File: config.mk
export PLATFORM = sky130hd
export DESIGN_NAME = shadow_map_decoder
export DESIGN_NICKNAME = d
export VERILOG_FILES = /design/src/rtl/shadow_pkg.sv /design/src/rtl/shadow_region_classify.sv /design/src/rtl/shadow_seg_policy.sv /design/src/rtl/shadow_route_stage.sv /design/src/rtl/shadow_map_decoder.sv
export SDC_FILE = /design/constraint.sdc
export NUM_CORES = 1
export LEC_CHECK = 0
export ABC_CLOCK_PERIOD_IN_PS = 800
export BUFFER_PORTS_ARGS = -buffer_cell sky130_fd_sc_hd__buf_2
export CORE_MARGIN = 2
export CORE_UTILIZATION = 25
export DETAILED_ROUTE_END_ITERATION = 16
export PLACE_DENSITY = 0.67
export SLEW_MARGIN = 5
export SYNTH_ARGS = -nofsm -noshare
export SYNTH_HDL_FRONTEND = slang
export SYNTH_SLANG_ARGS = --single-unit
File: constraint.sdc
create_clock -name clk -period 0.8 [get_ports clk]
set_input_delay 0.04 -clock clk [delete_from_list [all_inputs] [get_ports clk]]
set_output_delay 0.04 -clock clk [all_outputs]
set_load 0.1 [all_outputs]
File: src/rtl/shadow_pkg.sv
package shadow_pkg;

   // Routing outcome of one memory cycle
   typedef enum logic [1:0] {
      RT_DRAM = 2'd0,
      RT_BUS  = 2'd1,
      RT_DROP = 2'd2
   } route_t;

   // Address classes inside and around the legacy window
   typedef enum logic [1:0] {
      RG_OTHER = 2'd0,
      RG_C     = 2'd1,
      RG_DE    = 2'd2,
      RG_BIOS  = 2'd3
   } region_t;

   localparam int LEGACY_W   = 20;  // 1 MB boundary
   localparam int SEG_SHIFT  = 14;  // 16 KB segments
   localparam int NSEG_DE    = 8;
   localparam int NSEG_C     = 4;
   localparam int SEG_IDX_W  = $clog2(NSEG_DE);

   // Bit positions decoded from the neighbouring register file
   localparam int B_BIOS_ROM  = 7;
   localparam int B_D_AREA_EN = 6;
   localparam int B_E_AREA_EN = 5;
   localparam int B_D_LOCK    = 4;
   localparam int B_E_LOCK    = 3;
   localparam int B_C_EN      = 4;
   localparam int B_C_LOCK    = 5;
   localparam int B_COPY      = 6;

endpackage

File: src/rtl/shadow_region_classify.sv
module shadow_region_classify
   import shadow_pkg::*;
#(
   parameter int AW = 24
) (
   input  logic [AW-1:0]        addr,
   output region_t              region,
   output logic [SEG_IDX_W-1:0] seg_idx
);

   localparam int HI_W = AW - LEGACY_W;

   logic       below_1m;
   logic [3:0] blk64k;

   generate
      if (HI_W > 0) begin : g_hi
         assign below_1m = (addr[AW-1:LEGACY_W] == '0);
      end else begin : g_nohi
         assign below_1m = 1'b1;
      end
   endgenerate

   assign blk64k = addr[LEGACY_W-1:LEGACY_W-4];

   always_comb begin
      region  = RG_OTHER;
      seg_idx = {1'b0, addr[SEG_SHIFT+1:SEG_SHIFT]};
      if (below_1m) begin
         unique case (blk64k)
            4'hC: region = RG_C;
            4'hD: region = RG_DE;
            4'hE: begin
               region  = RG_DE;
               seg_idx = {1'b1, addr[SEG_SHIFT+1:SEG_SHIFT]};
            end
            4'hF: region = RG_BIOS;
            default: region = RG_OTHER;
         endcase
      end
   end

endmodule

File: src/rtl/shadow_seg_policy.sv
module shadow_seg_policy
   import shadow_pkg::*;
(
   input  logic   seg_on,
   input  logic   wr_lock,
   input  logic   copy_mode,
   input  logic   is_write,
   output route_t route
);

   always_comb begin
      if (!seg_on)
         route = RT_BUS;
      else if (copy_mode)
         route = is_write ? RT_DRAM : RT_BUS;
      else if (is_write)
         route = wr_lock ? RT_DROP : RT_DRAM;
      else
         route = RT_DRAM;
   end

endmodule

File: src/rtl/shadow_route_stage.sv
module shadow_route_stage
   import shadow_pkg::*;
#(
   parameter bit REG_OUT = 1'b1
) (
   input  logic   clk,
   input  logic   rst_n,
   input  logic   in_valid,
   input  route_t in_route,
   output logic   out_valid,
   output logic   dram_sel,
   output logic   bus_sel,
   output logic   write_drop
);

   logic [2:0] sel_d;

   always_comb begin
      sel_d = 3'b000;
      if (in_valid) begin
         unique case (in_route)
            RT_DRAM: sel_d = 3'b001;
            RT_BUS:  sel_d = 3'b010;
            RT_DROP: sel_d = 3'b100;
            default: sel_d = 3'b001;
         endcase
      end
   end

   generate
      if (REG_OUT) begin : g_reg
         logic       vld_q;
         logic [2:0] sel_q;
         always_ff @(posedge clk or negedge rst_n) begin
            if (!rst_n) begin
               vld_q <= 1'b0;
               sel_q <= 3'b000;
            end else begin
               vld_q <= in_valid;
               sel_q <= sel_d;
            end
         end
         assign out_valid = vld_q;
         assign {write_drop, bus_sel, dram_sel} = sel_q;
      end else begin : g_comb
         assign out_valid = in_valid;
         assign {write_drop, bus_sel, dram_sel} = sel_d;
      end
   endgenerate

endmodule

File: src/rtl/shadow_map_decoder.sv
module shadow_map_decoder
   import shadow_pkg::*;
#(
   parameter int AW      = 24,
   parameter bit REG_OUT = 1'b1
) (
   input  logic          clk,
   input  logic          rst_n,
   input  logic          req_valid,
   input  logic [AW-1:0] req_addr,
   input  logic          req_write,
   input  logic [7:0]    ctl_area,
   input  logic [7:0]    ctl_seg_de,
   input  logic [7:0]    ctl_seg_c,
   output logic          out_valid,
   output logic          dram_sel,
   output logic          bus_sel,
   output logic          write_drop
);

   generate
      if (AW < LEGACY_W || AW > 64) begin : g_bad_aw
         initial $fatal(1, "shadow_map_decoder: AW must be within 20..64");
      end
   endgenerate

   region_t              region;
   logic [SEG_IDX_W-1:0] seg_idx;
   route_t               de_route [NSEG_DE];
   route_t               c_route  [NSEG_C];
   route_t               bios_route;
   route_t               sel_route;
   logic                 copy_mode;

   assign copy_mode = ctl_seg_c[B_COPY];

   shadow_region_classify #(.AW(AW)) u_class (
      .addr    (req_addr),
      .region  (region),
      .seg_idx (seg_idx)
   );

   // D0000h-EFFFFh: lower half uses the D area bits, upper half the E area bits
   generate
      for (genvar i = 0; i < NSEG_DE; i++) begin : g_de
         localparam bit IS_E = (i >= NSEG_DE / 2);
         logic area_on, lock;
         assign area_on = IS_E ? ctl_area[B_E_AREA_EN] : ctl_area[B_D_AREA_EN];
         assign lock    = IS_E ? ctl_area[B_E_LOCK]    : ctl_area[B_D_LOCK];
         shadow_seg_policy u_pol (
            .seg_on    (area_on & ctl_seg_de[i]),
            .wr_lock   (lock),
            .copy_mode (copy_mode),
            .is_write  (req_write),
            .route     (de_route[i])
         );
      end

      for (genvar j = 0; j < NSEG_C; j++) begin : g_c
         shadow_seg_policy u_pol (
            .seg_on    (ctl_seg_c[B_C_EN] & ctl_seg_c[j]),
            .wr_lock   (ctl_seg_c[B_C_LOCK]),
            .copy_mode (copy_mode),
            .is_write  (req_write),
            .route     (c_route[j])
         );
      end
   endgenerate

   // System BIOS segment: one mode bit, no copy mode
   always_comb begin
      if (ctl_area[B_BIOS_ROM])
         bios_route = req_write ? RT_DRAM : RT_BUS;
      else
         bios_route = req_write ? RT_DROP : RT_DRAM;
   end

   always_comb begin
      unique case (region)
         RG_BIOS: sel_route = bios_route;
         RG_DE:   sel_route = de_route[seg_idx];
         RG_C:    sel_route = c_route[seg_idx[1:0]];
         default: sel_route = RT_DRAM;
      endcase
   end

   shadow_route_stage #(.REG_OUT(REG_OUT)) u_stage (
      .clk        (clk),
      .rst_n      (rst_n),
      .in_valid   (req_valid),
      .in_route   (sel_route),
      .out_valid  (out_valid),
      .dram_sel   (dram_sel),
      .bus_sel    (bus_sel),
      .write_drop (write_drop)
   );

   // Properties observed at the ports
   logic [63:0] addr_ext;
   assign addr_ext = 64'(req_addr);

   generate
      if (REG_OUT) begin : g_chk
         a_r8_one_hot: assert property (@(posedge clk) disable iff (!rst_n)
            out_valid |-> ($countones({dram_sel, bus_sel, write_drop}) == 1));

         a_r8_idle_zero: assert property (@(posedge clk) disable iff (!rst_n)
            !out_valid |-> ({dram_sel, bus_sel, write_drop} == 3'b000));

         a_r2_drop_needs_write: assert property (@(posedge clk) disable iff (!rst_n)
            (req_valid && !req_write) |=> !write_drop);

         a_r9_outside_dram: assert property (@(posedge clk) disable iff (!rst_n)
            (req_valid && (addr_ext < 64'h0C_0000 || addr_ext >= 64'h10_0000)) |=> dram_sel);

         a_r6_copy_read_off_dram: assert property (@(posedge clk) disable iff (!rst_n)
            (req_valid && !req_write && ctl_seg_c[B_COPY] &&
             addr_ext >= 64'h0C_0000 && addr_ext < 64'h0F_0000) |=> !dram_sel);

         a_r1_rom_read_bus: assert property (@(posedge clk) disable iff (!rst_n)
            (req_valid && !req_write && ctl_area[B_BIOS_ROM] &&
             addr_ext >= 64'h0F_0000 && addr_ext < 64'h10_0000) |=> bus_sel);
      end
   endgenerate

endmodule

==> impl_metrics.tcl <==
set metrics [dict create \
    clkTransAtPathRegs_ps 40 \
    area_growth_pct 100 \
    core_um2 1510 \
    die_x_um 44.0 \
    syn_nets 92 \
    post-route-period-util 2.12 \
    ir_drop_mv 0.515 \
    dieArea_um2 1930 \
    layout.cells.non_filler 104 \
    clock_path_buffers 2 \
    cts_sinks 4 \
    routabilityCongestion 0.704 \
    routed_wl_mm 1.18 \
    whs_ps 73.4 \
    cts_buffers 3 \
    critical_path.top_delay_family "simple AND/OR/NAND/NOR gates" \
    power_density_nw_per_um2 980 \
    violations "negative setup slack" \
    die_y_um 44.0 \
    hp-class "in -> reg" \
    hold_viol_final 0 \
    final_area_um2 800 \
    setup_tns_ps -2630 \
    wl_per_cell_um 11.3 \
    cts_root_buf "clkbuf_4" \
    synth.area.mux_share 0.194 \
    yosys.area_share.adder 0.0627 \
    worstMarginPinSlew_ps 302 \
    syn_avg_cell_area_um2 10.5 \
    antenna_found_initial 0 \
    fmax_mhz 590 \
    synth.area.top_cells "dfrtp_1 (25%), mux4_2 (17%), ha_1 (6.3%), and2_1 (4.7%), nand2_1 (3.8%)" \
    yosys.area_share.simple 0.298 \
    ys_ff_latch 4 \
    crit_type "in -> reg" \
    startpoint_type "primary input" \
    finalMaxSlewViolations 0 \
    cp-end-kind "flip-flop" \
    via_per_inst 4.98 \
    portBuffers 37 \
    worstPathCellList "buf_6 -> or4_4 -> o311a_1 -> or2_1 -> o22a_1 -> ha_2 -> and2_4" \
    grt_util_all_layers 0.130 \
    cts_tree "yes" \
    maxCapViolCount 0 \
    synth_top_area_share 0.251 \
    rows 14 \
    syn_area_um2 399 \
    drive_gt1_frac 0.716 \
    place_ws_ps -1110 \
    slew-limit-headroom 0.797 \
    path_buf_inv 1 \
    grt_pass1_wl_mm 1.86 \
    synth_compound_area_frac 0.172 \
    p_leak_nw 0.385 \
    status "finished, violations left" \
    synth_top_area_cell "dfrtp_1" \
    setup_viol 7 \
    antenna_left 0 \
    ys_seq_area_frac 0.251 \
    rsz0062_at_grt "true" \
    cts_htree_levels 1 \
    nets 143 \
    synth_common_cells "dfrtp_1 (4), nand2_1 (4), and2_1 (3), mux4_2 (3), nor2_1 (3)" \
    synth_top_family_by_area "simple AND/OR/NAND/NOR gates" \
    placed_area_um2 724 \
    drt_iter0_markers 1 \
    dp.cells 98 \
    synth_edf_count 0 \
    synthDistinctLibCells 25 \
    synth_xor_area_frac 0.0219 \
    initial_core_util 0.265 \
    n_antenna_cell 0 \
    pin_count 56 \
    drc 0 \
    grt_pass1_vias 486 \
    firstDrtPassIters 4 \
    async_flop_share 1.00 \
    cp.required_ps 970 \
    hold_path_depth 2 \
    gr-total-overflow 0 \
    min_period_ps 1700 \
    setup_ws_ps -895 \
    netlist_instances 38 \
    vias 518 \
    crit_slowest_cell "or4_4" \
    synth_flop_cell "dfrtp_1" \
    cp.depth 7 \
    slowest_delay_ps 550 \
    yosysWarnings 0 \
    critPathArrivalTime_ps 1870 \
    crit_fanout 5 \
    cts_setup_buffers 0 \
    grt_max_degree 7 \
]
-- registers in the layout (all words and copies together) (netlist names) --
register	flops
u_stage.g_reg.sel_q	3
u_stage.out_valid	1
-- per-stage QoR --
step,total power (W),utilization
after detailed placement,0.000496,0.481
final,0.000784,0.531
after CTS,0.000793,0.529
after global placement,0.000491,0.481
after floorplan,0.000334,-
after global routing,0.000827,0.531
-- layer usage --
| layer | GRT usage | part of all wire | up-vias |
|---|---|---|---|
| met5 | 0 | 0 | - |
| met4 | 0.0545 | 0 | 0 |
| met3 | 0.0292 | 0.092 | 0 |
| met2 | 0.262 | 0.54 | 28 |
| met1 | 0.122 | 0.36 | 237 |
| li1 | - | - | 253 |
-- layout make-up --
cell class                      instances  area (um2)
Timing Repair Buffer                   46         324
Clock buffer                            4        26.3
Multi-Input combinational cell         34         325
Sequential cell                         4         104
Fill cell                             145         707
Tap cell                               16        20.0
-- worst paths after layout --
| path | start | endpoint | slack (ps) |
|---|---|---|---|
| max | req_addr[22] | u_stage.g_reg.sel_q[0] | -900 |
| min in group asynchronous | rst_n | u_stage.out_valid | 140 |
| max in group asynchronous | rst_n | u_stage.g_reg.sel_q[1] | 530 |
| min | req_valid | u_stage.g_reg.sel_q[1] | 70 |
-- cell usage in the layout, fill, tap and decap left out, drive strengths merged, types with 2 or more instances in the layout --
| master | instances |
|---|---|
| dfrtp | 4 |
| clkbuf | 4 |
| and2 | 3 |
| nand2 | 4 |
| or2 | 2 |
| dlygate4sd3 | 2 |
| mux4 | 3 |
| buf | 44 |
| ha | 2 |
| nor2 | 3 |
-- report_power, final --
part	leakage, nW	switching [W]	internal [W]
clock network	0.0150	0.0000858	0.000187
registers	0.0469	0.00000475	0.000210
logic	0.323	0.000129	0.000167
-- kinds of logic after synthesis --
kind of cell / count (synthesis)
multiplexers: 4
flip-flops: 4
adder cells (fa/ha/maj): 2
AND/OR/NAND/NOR: 19
XOR/XNOR: 1
AO/OA/AOI/OAI: 8
-- timing repair --
item,CTS,global route
hold endpoints to repair,5,0
endpoints found under the setup margin,7,7
hold buffers,2,0
cloned,0,0
pin swaps,2,0
resized for setup,6,1
Note: power is estimated with default switching activity, not from simulation.
